<file path="config.mk">
export PLATFORM = sky130hd
export DESIGN_NAME = lcdw_sequencer
export DESIGN_NICKNAME = d
export VERILOG_FILES = /design/src/rtl/lcdw_pkg.sv /design/src/rtl/lcdw_rst_sync.sv /design/src/rtl/lcdw_timebase.sv /design/src/rtl/lcdw_level_map.sv /design/src/rtl/lcdw_sequencer.sv
export SDC_FILE = /design/constraint.sdc
export NUM_CORES = 1
export LEC_CHECK = 0
export CORE_AREA = 5 5 144 146
export DETAILED_ROUTE_END_ITERATION = 8
export DIE_AREA = 0 0 149 151
export DONT_BUFFER_PORTS = 1
export PLACE_DENSITY = 0.3
export SYNTH_ARGS = -nofsm -noshare
export SYNTH_HDL_FRONTEND = slang
export SYNTH_SLANG_ARGS = --single-unit
</file>
<file path="constraint.sdc">
create_clock -name clk -period 2.56 [get_ports clk]
set_clock_uncertainty 0.2 [all_clocks]
set_input_delay 0.256 -clock clk [delete_from_list [all_inputs] [get_ports clk]]
set_output_delay 0.256 -clock clk [all_outputs]
set_load 0.05 [all_outputs]
</file>
<file path="src/rtl/lcdw_pkg.sv">
package lcdw_pkg;

  // Four commons are addressable by the 2-bit duty selector.
  localparam int NUM_COM = 4;
  localparam int COM_W   = 2;

  typedef enum logic [1:0] {
    LVL_GND  = 2'd0,
    LVL_V1   = 2'd1,
    LVL_V2   = 2'd2,
    LVL_VLCD = 2'd3
  } lvl_e;

  // Index of the last scanned common for a duty selector value.
  function automatic logic [COM_W-1:0] last_com(input logic [1:0] duty_sel);
    case (duty_sel)
      2'b10:   return 2'd2;
      2'b11:   return 2'd3;
      default: return 2'd1;
    endcase
  endfunction

  function automatic lvl_e com_code(input logic sel, input logic odd, input logic third);
    if (sel)    return odd ? LVL_GND : LVL_VLCD;
    if (!third) return LVL_V1;
    return odd ? LVL_V2 : LVL_V1;
  endfunction

  function automatic lvl_e seg_code(input logic on, input logic odd, input logic third);
    if (on)     return odd ? LVL_VLCD : LVL_GND;
    if (!third) return LVL_V1;
    return odd ? LVL_V1 : LVL_V2;
  endfunction

endpackage

</file>
<file path="src/rtl/lcdw_rst_sync.sv">
module lcdw_rst_sync (
  input  logic clk,
  input  logic rst_n,
  output logic rst_sync_n
);
  logic stage_q;
  logic out_q;

  always_ff @(posedge clk or negedge rst_n) begin
    if (!rst_n) begin
      stage_q <= 1'b0;
      out_q   <= 1'b0;
    end else begin
      stage_q <= 1'b1;
      out_q   <= stage_q;
    end
  end

  assign rst_sync_n = out_q;
endmodule

</file>
<file path="src/rtl/lcdw_timebase.sv">
module lcdw_timebase import lcdw_pkg::*; #(
  parameter int DIV_BASE = 128
) (
  input  logic             clk,
  input  logic             rst_n,
  input  logic             osc_en,
  input  logic [1:0]       duty_sel,
  input  logic [1:0]       div_sel,
  input  logic             slave,
  input  logic             sync_in_n,
  output logic [COM_W-1:0] com_idx,
  output logic             odd_frame,
  output logic             sync_pull_n
);
  localparam int SLOT_W = $clog2(DIV_BASE * 8);

  logic [SLOT_W-1:0] slot_q, slot_d, slot_last;
  logic [COM_W-1:0]  com_q, com_d, com_last;
  logic              odd_q, odd_d;
  logic              meta_q, stab_q, hist_q;
  logic              pull_q, pull_d;
  logic              restart, slot_end, com_end;

  // next-state
  always_comb begin
    slot_last = SLOT_W'((DIV_BASE << div_sel) - 1);
    com_last  = last_com(duty_sel);
    restart   = slave && !stab_q && hist_q;
    slot_end  = (slot_q >= slot_last);
    com_end   = (com_q >= com_last);
    slot_d    = slot_q;
    com_d     = com_q;
    odd_d     = odd_q;
    if (restart) begin
      slot_d = '0;
      com_d  = '0;
      odd_d  = !odd_q;
    end else if (osc_en) begin
      if (slot_end) begin
        slot_d = '0;
        if (com_end) begin
          com_d = '0;
          odd_d = !odd_q;
        end else begin
          com_d = com_q + 1'b1;
        end
      end else begin
        slot_d = slot_q + 1'b1;
      end
    end
    pull_d = !(!slave && (slot_d == '0) && (com_d == '0));
  end

  // registers
  always_ff @(posedge clk or negedge rst_n) begin
    if (!rst_n) begin
      slot_q <= '0;
      com_q  <= '0;
      odd_q  <= 1'b0;
      meta_q <= 1'b1;
      stab_q <= 1'b1;
      hist_q <= 1'b1;
      pull_q <= 1'b1;
    end else begin
      slot_q <= slot_d;
      com_q  <= com_d;
      odd_q  <= odd_d;
      meta_q <= sync_in_n;
      stab_q <= meta_q;
      hist_q <= stab_q;
      pull_q <= pull_d;
    end
  end

  assign com_idx     = com_q;
  assign odd_frame   = odd_q;
  assign sync_pull_n = pull_q;

  assert_frame_flip_R6: assert property (@(posedge clk) disable iff (!rst_n)
    (osc_en && !restart && slot_end && com_end) |=> (odd_q != $past(odd_q)));

  assert_slave_restart_R10: assert property (@(posedge clk) disable iff (!rst_n)
    restart |=> (slot_q == '0 && com_q == '0));

  assert_pulse_width_R9: assert property (@(posedge clk) disable iff (!rst_n)
    (!pull_q && osc_en && !restart) |=> pull_q);

  assert_idle_hold_R11: assert property (@(posedge clk) disable iff (!rst_n)
    (!osc_en && !restart) |=> ($stable(slot_q) && $stable(com_q) && $stable(odd_q)));
endmodule

</file>
<file path="src/rtl/lcdw_level_map.sv">
module lcdw_level_map import lcdw_pkg::*; #(
  parameter int NUM_SEG = 60
) (
  input  logic [COM_W-1:0]           com_idx,
  input  logic                       odd_frame,
  input  logic                       third,
  input  logic                       blank,
  input  logic [NUM_COM*NUM_SEG-1:0] seg_data,
  output logic [2*NUM_COM-1:0]       com_lvl,
  output logic [2*NUM_SEG-1:0]       seg_lvl
);
  logic [NUM_SEG-1:0] row;

  always_comb row = seg_data[com_idx*NUM_SEG +: NUM_SEG];

  for (genvar c = 0; c < NUM_COM; c++) begin : g_com
    always_comb begin
      if (blank) com_lvl[2*c +: 2] = LVL_VLCD;
      else       com_lvl[2*c +: 2] = com_code(com_idx == COM_W'(c), odd_frame, third);
    end
  end

  for (genvar s = 0; s < NUM_SEG; s++) begin : g_seg
    always_comb begin
      if (blank) seg_lvl[2*s +: 2] = LVL_VLCD;
      else       seg_lvl[2*s +: 2] = seg_code(row[s], odd_frame, third);
    end
  end
endmodule

</file>
<file path="src/rtl/lcdw_sequencer.sv">
module lcdw_sequencer import lcdw_pkg::*; #(
  parameter int NUM_SEG  = 60,
  parameter int DIV_BASE = 128
) (
  input  logic                       clk,
  input  logic                       rst_n,
  input  logic                       osc_en,
  input  logic [1:0]                 duty_sel,
  input  logic [1:0]                 div_sel,
  input  logic                       lcd_on,
  input  logic                       blank_n,
  input  logic                       slave,
  input  logic                       sync_in_n,
  input  logic [NUM_COM*NUM_SEG-1:0] seg_data,
  output logic [2*NUM_COM-1:0]       com_lvl,
  output logic [2*NUM_SEG-1:0]       seg_lvl,
  output logic                       sync_pull_n
);
  logic             rst_sync_n;
  logic [COM_W-1:0] com_idx;
  logic             odd_frame;
  logic             blank;

  lcdw_rst_sync u_rst (
    .clk        (clk),
    .rst_n      (rst_n),
    .rst_sync_n (rst_sync_n)
  );

  lcdw_timebase #(.DIV_BASE(DIV_BASE)) u_time (
    .clk         (clk),
    .rst_n       (rst_sync_n),
    .osc_en      (osc_en),
    .duty_sel    (duty_sel),
    .div_sel     (div_sel),
    .slave       (slave),
    .sync_in_n   (sync_in_n),
    .com_idx     (com_idx),
    .odd_frame   (odd_frame),
    .sync_pull_n (sync_pull_n)
  );

  assign blank = !rst_sync_n || !blank_n || !lcd_on;

  lcdw_level_map #(.NUM_SEG(NUM_SEG)) u_map (
    .com_idx   (com_idx),
    .odd_frame (odd_frame),
    .third     (duty_sel[1]),
    .blank     (blank),
    .seg_data  (seg_data),
    .com_lvl   (com_lvl),
    .seg_lvl   (seg_lvl)
  );

  // Observation helpers for the checks below.
  logic [NUM_COM-1:0] extreme_vec;
  logic [1:0]         sel_code;
  logic [NUM_SEG-1:0] cur_row;

  always_comb begin
    for (int c = 0; c < NUM_COM; c++)
      extreme_vec[c] = (com_lvl[2*c +: 2] == 2'd0) || (com_lvl[2*c +: 2] == 2'd3);
    sel_code = com_lvl[com_idx*2 +: 2];
    cur_row  = seg_data[com_idx*NUM_SEG +: NUM_SEG];
  end

  assert_blank_all_R8: assert property (@(posedge clk) disable iff (!rst_sync_n)
    (!blank_n || !lcd_on) |-> ((&com_lvl) && (&seg_lvl)));

  assert_one_select_R1: assert property (@(posedge clk) disable iff (!rst_sync_n)
    !blank |-> ($countones(extreme_vec) == 1));

  for (genvar s = 0; s < NUM_SEG; s++) begin : g_chk
    assert_on_opposite_R5: assert property (@(posedge clk) disable iff (!rst_sync_n)
      (!blank && cur_row[s]) |-> (seg_lvl[2*s +: 2] == ~sel_code));
  end
endmodule

</file>
==> reports/qor.csv <==
metric,value,unit
pwr-share-seq,15.7,%
cts-buffers-inserted,3,
num_vias,4094,
syn_avg_cell_area,9.38,sq um
required,2.10,ns
worstPathCellList,"buf_16, buf_4, mux4_2, mux2i_1, nand2_1, buf_12",
synth.area.top_cells,"mux4_2, mux2i_1, dfrtp_1",
cpPeakStageDelay,0.55,ns
cts_tree,built,
rows,51,
p_sw,1.46,mW
grt_pass1_wl,28.4,mm
cpMaxStageDelayCell,mux4_2,
htreeDepth,1,
io_pins,380,
r2r_cells,9,
outcome,"finished, final reports clean",
holdWs,0.0217,ns
clkSinkCount,19,
finalPower,2.80,mW
min_path_cells,2,
grt_setup_unrepaired,true,
p_leak,2.40,nW
synth_flop_cell,dfrtp_1,
ir_drop,0.308,mV
globalplace.congestion,0.914,
grt-ovfl-total,0,
final.setup.tns,0,ns
pwr-share-clk,11.3,%
synth_top_area_cell,mux4_2,
start_util,20.4,%
p_sw_share,52.1,%
end_kind,output pin,
final_area,0.00632,sq mm
power.share.combinational,72.9,%
slew_viol_final,0,
critical_path.max_fanout,12,
fmax,0.396,GHz
vias_per_cell,5.12,
coreArea,0.0193,sq mm
area_growth,61.1,%
place_inst,773,
start_kind,register,
drc,0,
antenna_found_initial,7,
p_int,1.34,mW
yosysSeqAreaShare,12.2,%
hpwl,16.3,mm
routedWlPerCell,26.1,microns
die_y,151,microns
synth_top_area_share,34.4,%
layout-drive-gt1-share,46.0,%
grt.total_usage,16.6,%
powerDensity,442,mW/mm^2
port_buffers,0,
clk_path_buf_depth,2,
drt_iter0_markers,200,
yosysMostFrequentCell,nand2_1,
grt_pass1_vias,4167,
grt_max_degree,68,
insertion_delay,0.25,ns
setup_viol,0,
placed_area,0.00588,sq mm
die_w,149,microns
post-place-ws,0.205,ns
firstDrtPassIters,4,
syn_nets,679,
syn_inst,418,
fin_cells,800,
crit_arrival,2.07,ns
synth_commonest_cells,"nand2_1, mux2i_1, mux4_2",
clk_pin_slew_worst_paths,0.05,ns
yosysWarnings,0,
clockRootBuffer,clkbuf_16,
totalWireLength,20.9,mm
die_area,0.0225,sq mm
ant_nets,0,
synth-async-reset-ratio,100,%
worst_hold_path_type,in -> reg,
post-route-min-period,2.52,ns
yosys_register_bits,19,
synth_area,0.00392,sq mm
tightest_slew,0.510,ns
fillers,2005,
critPathKind,reg -> out,
nets,795,
slew_headroom,66.0,%
timing_hold_violations_final,0,
maxCapViolCount,0,
final.setup.worst_slack,0.0356,ns
ys_types,43,
finalCritPeriodShare,98.6,%
postLayoutCoreUtil,32.8,%
synth_edf_count,0,
==> timing repair <==
item / 4_1_cts / 5_1_grt
endpoints found under the setup margin: 9 / 53
setup buffers: 4 / 10
gates resized for setup: 3 / 17
hold endpoints to repair: 5 / 0
pin swaps: 0 / 0
gates cloned: 1 / 3
hold buffers: 3 / 0
==> power groups by stage <==
stage | registers, mW | clock network [mW] | logic (mW)
3_3_place_gp | 0.445 | 0 | 2.00
5_1_grt | 0.450 | 0.342 | 2.18
2_1_floorplan | 0.422 | 0 | 1.33
3_5_place_dp | 0.443 | 0 | 2.01
6_report | 0.440 | 0.317 | 2.04
4_1_cts | 0.440 | 0.329 | 2.03
==> worst paths after layout <==
check,from,end,slack (ns)
max,u_time.com_idx[0],seg_lvl[3],0.04
min,slave,u_time.sync_pull_n,0.02
max reg2reg,u_time.com_idx[0],u_time.com_idx[0],0.12
min reg2reg,u_rst.rst_sync_n,u_time.slot_q[2],0.12
max in group asynchronous,u_rst.rst_sync_n,u_time.hist_q,1.78
min in group asynchronous,rst_n,u_rst.stage_q,0.05
==> cells in the final DEF, fill, tap and decap left out, types with 6 or more instances in the layout <==
master    synthesis  layout
buf_12            0      61
buf_4             5      81
buf_6             0      10
dfrtp_1          15      12
ha_1             10      10
mux2i_1          62      60
mux4_2           60      60
nand2_1          71      70
nand2b_1          7       7
nor2_1           14      13
o21ai_1          57      59
o21ai_2           0       6
xor2_1            7       7
==> critical path, delay by kind of cell (launching register included) <==
| family | cells | cell delay [ns] |
|---|---|---|
| and+or+nand+nor | 1 | 0.11 |
| DFF | 1 | 0.50 |
| muxes | 2 | 0.72 |
| buffers and inverters | 3 | 0.48 |
==> routing by layer <==
layer | vias up | global-route usage, % | part of all wire [%]
met5 | - | 0 | 0.29
met4 | 8 | 3.20 | 1.6
met3 | 30 | 5.21 | 9.3
met2 | 217 | 29.5 | 51
met1 | 2021 | 19.8 | 37
li1 | 1818 | - | -
==> flip-flops by register name (all words and copies together) (netlist names) <==
name,flops
u_time.meta_q,1
u_time.sync_pull_n,1
u_time.slot_q,10
u_rst.rst_sync_n,1
u_time.com_idx,2
u_time.stab_q,1
u_time.odd_frame,1
u_time.hist_q,1
u_rst.stage_q,1
==> logic make-up (layout without fill, tap and decap cells) <==
logic type | after synthesis | in the layout | synth area share, %
mux | 122 | 122 | 50.3
other cells | 1 | 3 | 0.0956
compound gates | 84 | 84 | 11.9
buf+inv | 55 | 170 | 6.00
simple gates | 116 | 116 | 13.8
flops | 19 | 19 | 12.2
fa+ha+maj | 10 | 10 | 3.19
xor+xnor | 11 | 11 | 2.46
==> area by class of cell <==
class | count | area (sq um) | area share, %
clock buffer | 4 | 78.8 | 1.25
timing repair buffer | 161 | 2120 | 33.6
multi-input combinational | 344 | 3280 | 51.9
sequential | 19 | 487 | 7.70
inverter | 5 | 18.8 | 0.297
tap | 265 | 332 | 5.25
antenna | 2 | 5.00 | 0.0792
(Power assumes the default switching activity.)
